[src/rtl/bus_alu_pkg.sv]
package bus_alu_pkg;

    localparam int FN_W    = 4;
    localparam int NUM_SEL = 2 ** FN_W;

    typedef enum logic [FN_W-1:0] {
        FN_IDLE = 4'd0,
        FN_ADD  = 4'd1,
        FN_SUB  = 4'd2,
        FN_AND  = 4'd3,
        FN_OR   = 4'd4,
        FN_XOR  = 4'd5,
        FN_NOTC = 4'd6,
        FN_NAND = 4'd7,
        FN_SHR  = 4'd8,
        FN_ZERO = 4'd9
    } fn_e;

    localparam int FN_FIRST = int'(FN_ADD);
    localparam int FN_LAST  = int'(FN_ZERO);

    typedef struct packed {
        logic drive;
        logic zero;
        logic sign;
        logic carry;
    } alu_flags_t;

    function automatic logic fn_is_arith(input logic [FN_W-1:0] code);
        return (code == FN_ADD) || (code == FN_SUB);
    endfunction

    function automatic logic fn_in_range(input logic [FN_W-1:0] code);
        return (int'(code) >= FN_FIRST) && (int'(code) <= FN_LAST);
    endfunction

endpackage

[src/rtl/alu_fn_decode.sv]
module alu_fn_decode
    import bus_alu_pkg::*;
(
    input  logic [FN_W-1:0]    code_i,
    output logic [NUM_SEL-1:0] sel_o
);

    for (genvar i = 0; i < NUM_SEL; i++) begin : g_line
        assign sel_o[i] = (code_i == FN_W'(i));
    end

endmodule

[src/rtl/alu_lanes.sv]
module alu_lanes
    import bus_alu_pkg::*;
#(
    parameter int DATA_W = 8
) (
    input  logic [DATA_W-1:0]               b_i,
    input  logic [DATA_W-1:0]               c_i,
    output logic [NUM_SEL-1:0][DATA_W-1:0]  lane_o,
    output logic                            add_carry_o,
    output logic                            sub_borrow_o
);

    localparam int EXT_W = DATA_W + 1;

    logic [EXT_W-1:0] sum_ext;
    logic [EXT_W-1:0] diff_ext;

    assign sum_ext      = {1'b0, b_i} + {1'b0, c_i};
    assign diff_ext     = {1'b0, b_i} - {1'b0, c_i};
    assign add_carry_o  = sum_ext[DATA_W];
    assign sub_borrow_o = diff_ext[DATA_W];

    for (genvar i = 0; i < NUM_SEL; i++) begin : g_lane
        if (i == int'(FN_ADD)) begin : g_add
            assign lane_o[i] = sum_ext[DATA_W-1:0];
        end else if (i == int'(FN_SUB)) begin : g_sub
            assign lane_o[i] = diff_ext[DATA_W-1:0];
        end else if (i == int'(FN_AND)) begin : g_and
            assign lane_o[i] = b_i & c_i;
        end else if (i == int'(FN_OR)) begin : g_or
            assign lane_o[i] = b_i | c_i;
        end else if (i == int'(FN_XOR)) begin : g_xor
            assign lane_o[i] = b_i ^ c_i;
        end else if (i == int'(FN_NOTC)) begin : g_notc
            assign lane_o[i] = ~c_i;
        end else if (i == int'(FN_NAND)) begin : g_nand
            assign lane_o[i] = ~(b_i & c_i);
        end else if (i == int'(FN_SHR)) begin : g_shr
            assign lane_o[i] = {1'b0, b_i[DATA_W-1:1]};
        end else begin : g_const
            assign lane_o[i] = '0;
        end
    end

endmodule

[src/rtl/alu_bus_mux.sv]
module alu_bus_mux
    import bus_alu_pkg::*;
#(
    parameter int DATA_W = 8
) (
    input  logic [NUM_SEL-1:0]              sel_i,
    input  logic [NUM_SEL-1:0][DATA_W-1:0]  lane_i,
    input  logic                            add_carry_i,
    input  logic                            sub_borrow_i,
    output logic [DATA_W-1:0]               bus_o,
    output logic                            drive_o,
    output logic                            carry_o
);

    logic [NUM_SEL-1:0][DATA_W-1:0] gated;
    logic [FN_LAST:FN_FIRST]         owner;

    for (genvar i = 0; i < NUM_SEL; i++) begin : g_gate
        if (i >= FN_FIRST && i <= FN_LAST) begin : g_live
            assign gated[i] = lane_i[i] & {DATA_W{sel_i[i]}};
            assign owner[i] = sel_i[i];
        end else begin : g_dead
            assign gated[i] = '0;
        end
    end

    always_comb begin
        bus_o = '0;
        for (int i = 0; i < NUM_SEL; i++) begin
            bus_o = bus_o | gated[i];
        end
    end

    assign drive_o = |owner;
    assign carry_o = (sel_i[FN_ADD] & add_carry_i) | (sel_i[FN_SUB] & sub_borrow_i);

endmodule

[src/rtl/alu_flag_gen.sv]
module alu_flag_gen
    import bus_alu_pkg::*;
#(
    parameter int DATA_W = 8
) (
    input  logic [DATA_W-1:0] bus_i,
    input  logic              drive_i,
    input  logic              carry_i,
    output alu_flags_t        flags_o
);

    localparam int SIGN_BIT = DATA_W - 1;

    always_comb begin
        flags_o.drive = drive_i;
        flags_o.zero  = drive_i & ~(|bus_i);
        flags_o.sign  = drive_i & bus_i[SIGN_BIT];
        flags_o.carry = drive_i & carry_i;
    end

endmodule

[src/rtl/bus_alu.sv]
module bus_alu
    import bus_alu_pkg::*;
#(
    parameter int DATA_W = 8
) (
    input  logic [FN_W-1:0]   fn_code_i,
    input  logic [DATA_W-1:0] op_b_i,
    input  logic [DATA_W-1:0] op_c_i,
    output logic [DATA_W-1:0] result_o,
    output logic              bus_drive_o,
    output logic              zero_o,
    output logic              sign_o,
    output logic              carry_o
);

    localparam int SIGN_BIT = DATA_W - 1;

    logic [NUM_SEL-1:0]             sel;
    logic [NUM_SEL-1:0][DATA_W-1:0] lane;
    logic                           add_carry;
    logic                           sub_borrow;
    logic [DATA_W-1:0]              bus_val;
    logic                           drive;
    logic                           carry_raw;
    alu_flags_t                     flags;

    alu_fn_decode u_decode (
        .code_i (fn_code_i),
        .sel_o  (sel)
    );

    alu_lanes #(.DATA_W(DATA_W)) u_lanes (
        .b_i          (op_b_i),
        .c_i          (op_c_i),
        .lane_o       (lane),
        .add_carry_o  (add_carry),
        .sub_borrow_o (sub_borrow)
    );

    alu_bus_mux #(.DATA_W(DATA_W)) u_mux (
        .sel_i        (sel),
        .lane_i       (lane),
        .add_carry_i  (add_carry),
        .sub_borrow_i (sub_borrow),
        .bus_o        (bus_val),
        .drive_o      (drive),
        .carry_o      (carry_raw)
    );

    alu_flag_gen #(.DATA_W(DATA_W)) u_flags (
        .bus_i   (bus_val),
        .drive_i (drive),
        .carry_i (carry_raw),
        .flags_o (flags)
    );

    assign result_o    = bus_val;
    assign bus_drive_o = flags.drive;
    assign zero_o      = flags.zero;
    assign sign_o      = flags.sign;
    assign carry_o     = flags.carry;

    // Checks between the function code and the outputs of separate sub-blocks
    always_comb begin
        if (fn_code_i == FN_IDLE) begin
            assert_idle_quiet_R1: assert (!bus_drive_o && result_o == '0)
                else $error("idle code drove the bus");
        end
        if (!fn_in_range(fn_code_i)) begin
            assert_undriven_flags_R2: assert (!zero_o && !sign_o && !carry_o && result_o == '0)
                else $error("undriven bus has flags or data");
        end
        if (fn_in_range(fn_code_i)) begin
            assert_valid_drives_R9: assert (bus_drive_o)
                else $error("valid code did not drive");
        end
        if (bus_drive_o) begin
            assert_zero_matches_R10: assert (zero_o == (result_o == '0))
                else $error("zero flag mismatch");
            assert_sign_matches_R11: assert (sign_o == result_o[SIGN_BIT])
                else $error("sign flag mismatch");
        end
        if (!fn_is_arith(fn_code_i)) begin
            assert_no_carry_R12: assert (!carry_o)
                else $error("carry outside add/sub");
        end
        if (fn_code_i == FN_ZERO) begin
            assert_const_zero_R8: assert (bus_drive_o && zero_o && result_o == '0)
                else $error("constant lane wrong");
        end
    end

endmodule

[config.mk]
export PLATFORM = sky130hd
export DESIGN_NAME = bus_alu
export DESIGN_NICKNAME = d
export VERILOG_FILES = /design/src/rtl/bus_alu_pkg.sv /design/src/rtl/alu_fn_decode.sv /design/src/rtl/alu_lanes.sv /design/src/rtl/alu_bus_mux.sv /design/src/rtl/alu_flag_gen.sv /design/src/rtl/bus_alu.sv
export SDC_FILE = /design/constraint.sdc
export NUM_CORES = 1
export LEC_CHECK = 0
export BUFFER_PORTS_ARGS = -buffer_cell sky130_fd_sc_hd__buf_2
export CAP_MARGIN = 20
export CORE_MARGIN = 1.5
export CORE_UTILIZATION = 53
export DETAILED_ROUTE_END_ITERATION = 7
export PLACE_DENSITY = 0.82
export REMOVE_ABC_BUFFERS = 1
export SETUP_SLACK_MARGIN = 0.3
export SYNTH_ARGS = -nofsm -noshare
export SYNTH_HDL_FRONTEND = slang
export SYNTH_SLANG_ARGS = --single-unit
[constraint.sdc]
create_clock -name vclk -period 1.8
set_clock_uncertainty 0.05 [all_clocks]
set_input_delay 0 -clock vclk [all_inputs]
set_output_delay 0 -clock vclk [all_outputs]
set_load 0.01 [all_outputs]
==> key figures, run 1 <==
Outcome
  • Outcome: did not finish
  • Fail Step: clock tree synthesis (4_1_cts)
  • Error Message: [ERROR DPL-0038] Utilization greater than 100%, impossible to legalize

Placement
  • Placer Congestion: 1.04
  • Post-DP HPWL: 4.29 mm
  • Port Buffers: 32

Logic synthesis
  • Share of the synthesized area in the top cell type: 21.2%
  • Synth Area per Inst: 6.80 sq um
  • Synth area leader: ha_1
  • Syn. warnings: 0
  • Ranking of synthesized cells by area: ha_1 21%, nor2_1 6.1%, inv_1 5.8%
  • Library cells used by synthesis: 52
  • Cell Area, Synth: 1420 sq um
  • Synth Instances: 208
  • Sequential share of the synthesized area: 0%

Floorplan
  • IO Pins: 32
  • Die extent in x: 54.7 um
  • Vert. Die Dim: 54.7 um
  • Cell row count: 18
  • Initial Utilization: 56.6%

CTS
  • Post-CTS Setup Inserts: 14
  • Quantity of gates resized following cts: 93
  • Hold-fix buffers, CTS: 0
per-stage QoR:
stage                     worst slack (ns)  instances  cell area [sq um]  utilization, %
after global placement              -0.533        330               2100            84.2
after floorplan                     -0.367        195               1350               -
after detailed placement            -0.629        330               2100            84.2
synthesized netlist by cell type, types with 2 or more instances:
cell type  count
fa_1           2
a32oi_1        2
nand2b_1       5
or3_1          2
o21ai_0        9
xnor2_1        4
nor2b_1       10
nor3_1         3
xor2_1         5
o22ai_1        6
a21oi_1       14
o211ai_1       2
buf_2          7
nand3_1        3
o21ai_1        5
nand2_1       13
clkbuf_1       3
a211o_1        3
o2111ai_1      2
o2bb2ai_1      2
a31oi_1        2
nor2_1        23
nand3b_1       2
nor4_1         2
inv_1         22
ha_1          24
o32a_1         2
o21bai_1       4
a21o_1         2
kinds of logic after synthesis:
family / Yosys count / synth area share, %
xor+xnor: 9 / 5.57
compound gates: 66 / 31.6
fa+ha+maj: 26 / 24.0
mux: 3 / 3.09
buf+inv: 35 / 10.7
simple gates: 69 / 25.0
==> inputs of run 2 (changes only) <==
Settings changed: CORE_AREA set to 2 2 63 65, CORE_MARGIN 1.5 to unset, CORE_UTILIZATION 53 to unset, DIE_AREA set to 0 0 65 67, PLACE_DENSITY 0.82 to unset, PLACE_DENSITY_LB_ADDON set to 0.15, SETUP_SLACK_MARGIN 0.3 to unset.
Clock period 1.8 ns to 2.3 ns, I/O delays scaled along.
==> run 2 against run 1 <==
The flow now finishes, with violations (negative setup slack). Synthesized cell count stayed put. Area after synthesis unchanged.
==> key figures, run 2 <==
Routing
  • Routed Antenna Nets: 0
  • WL per Instance: 14.5 um
  • Via count: 1679
  • WL final: 4.63 mm
  • Drt pass-1 iters: 4
  • DR DRC count: 0
  • Vias per Instance: 5.28
  • DR iter-0 viols: 82

Placement
  • Post-DP HPWL: 3.75 mm (-13%)
  • Dpl ws: -0.176 ns (+0.453 ns)
  • Placer Congestion: 0.998 (-4.1%)
  • Port Buffers: 32 (unchanged)

Finish
  • Share of cells above drive strength 1: 35.6%
  • Layout fillers: 374
  • Commonest non-fill, non-tap cells in the layout: 43 x buf_4, 30 x buf_2, 23 x nor2_1, 20 x ha_1, 18 x inv_1
  • Final net count: 318
  • Seq Cell Count: 0
  • Register Area: 0 sq um
  • Clock buffer count: 0
  • Area occupied by multi-input gates: 1360 sq um
  • Commonest non-fill, non-tap cell in the layout: buf_4
  • Antenna Cells: 0
  • Synth-to-Final Area Change: 41.6%

Logic synthesis
  • Cell Area, Synth: 1420 sq um (unchanged)
  • Synth Area per Inst: 6.80 sq um (unchanged)
  • Library cells used by synthesis: 52 (unchanged)
  • Share of the synthesized area in the top cell type: 21.2% (unchanged)
  • Sequential share of the synthesized area: 0% (unchanged)
  • Ranking of synthesized cells by area: ha_1 21%, nor2_1 6.1%, inv_1 5.8%
  • Synth Instances: 208 (unchanged)
  • Top-count cell post-synth: ha_1
  • Syn. warnings: 0 (unchanged)
  • Most instantiated cells after synthesis: 24 x ha_1, 23 x nor2_1, 22 x inv_1
  • Synth area leader: ha_1

STA
  • PnR worst setup slack: -0.0188 ns
  • Fmax: 431 MHz
  • RSZ-0062 raised after global routing: true
  • Tmin final: 2.32 ns
  • Fin. Hold Viols: 0
  • Fin. max-slew vios: 0
  • Hold slack: 0.468 ns
  • Period utilization: 101%
  • Slew HR: 59.9%
  • Setup Viol. Count Final: 1
  • Slew @ Worst Pin: 0.600 ns

Floorplan
  • Total die area: 4360 sq um
  • Vert. Die Dim: 67 um (+23%)
  • Core area: 3610 sq um
  • Initial Utilization: 39.2% (-17 points)
  • IO Pins: 32 (unchanged)
  • Cell row count: 22 (+4)
  • Die extent in x: 65 um (+19%)

Outcome
  • Outcome: finished with violations
  • Failing checks: negative setup slack

Global routing
  • Vias in the first global route: 1579
  • Initial antenna violation count: 0
  • Global route hottest layer: met2
  • GR Util met1: 30.8%
  • Total gr overflow: 0
  • GRT met2 Usage: 37.2%
  • M3 GR Usage: 1.01%
  • All-Layer GR Usage: 21.9%
  • Largest net degree at the start of global routing: 22
  • First-pass GRT wire length: 7.56 mm

Worst setup path
  • Required time of the critical path: 2.25 ns
  • CP max FO: 3
  • CP Class: in -> out
  • CP Capture Type: output pin
  • Critical Path Source Type: primary input
  • Arr. time, crit path: 2.27 ns

Power and ir drop
  • Pint: 216 uW
  • Power share of the combinational group: 100.0%
  • Clock power share: 0%
  • Sw Share: 52.0%
  • VDD IR max: 95.9 uV
  • Power share of the sequential group: 0%
  • NetSw: 234 uW
  • Cell area power density: 225 nW/um^2
  • Pleak: 0.977 nW

Min path
  • Hold/Removal Path Class: in -> out

Run
  • Max cap viols: 0
[run 2: cell families (layout without fill, tap and decap cells)]
group                    Yosys count  in the layout  synth area share (%)
XOR/XNOR                           9              9                  5.57
multiplexers                       3              3                  3.09
buffers and inverters             35             97                  10.7
adder cells (fa/ha/maj)           26             26                  24.0
AND/OR/NAND/NOR                   69             69                  25.0
AO/OA/AOI/OAI                     66             66                  31.6
[run 2: through the flow]
stage                     instance area [sq um]  util (%)  setup TNS [ns]  cells  total power, mW
after floorplan                            1350         -               0    195            0.220
after global placement                     1840      50.9          -0.161    311            0.399
after detailed placement                   1840      50.9          -0.176    311            0.400
after CTS                                  1900      52.8               0    313            0.423
after global routing                       2000      55.6          -0.106    318            0.495
final                                      2000      55.6         -0.0188    318            0.450
[run 2: path summary, 6_finish.rpt]
kind	start	to	cells past startpoint
max	op_c_i[0]	zero_o	11
min	fn_code_i[0]	bus_drive_o	4
[run 2: repair_timing]
item | 4_1_cts | 5_1_grt
pin swaps | 3 | 9
setup endpoints to repair | 1 | 1
buffers inserted | 2 | 5
gates cloned | 0 | 0
hold buffers | 0 | 0
resized for setup | 10 | 17
[run 2: final cells by class]
class | instances | share of cell area (%)
Inverter | 22 | 4.24
Tap cell | 48 | 3.00
Multi-Input combinational cell | 173 | 67.9
Timing Repair Buffer | 75 | 24.9
[run 2: layer usage]
layer	part of all wire, %	vias to the layer above
li1	-	860
met1	48	780
met2	48	37
met3	3.9	2
met4	0.17	0
met5	0	-
[run 2: critical path, stage by stage]
cell	delay, ns
buf_4	0.12
ha_4	0.14
inv_1	0.05
fa_2	0.51
o22ai_1	0.08
a21oi_1	0.15
nand2_1	0.09
or3b_4	0.42
nor4_4	0.31
nor4b_4	0.23
buf_2	0.16
[run 2: power by group through the flow]
stage	sequential, mW	combinational [mW]	clock (mW)
5_1_grt	0	0.495	0
2_1_floorplan	0	0.220	0
4_1_cts	0	0.423	0
3_3_place_gp	0	0.399	0
6_report	0	0.450	0
3_5_place_dp	0	0.400	0
No activity file was read; power rests on OpenSTA's default activity.
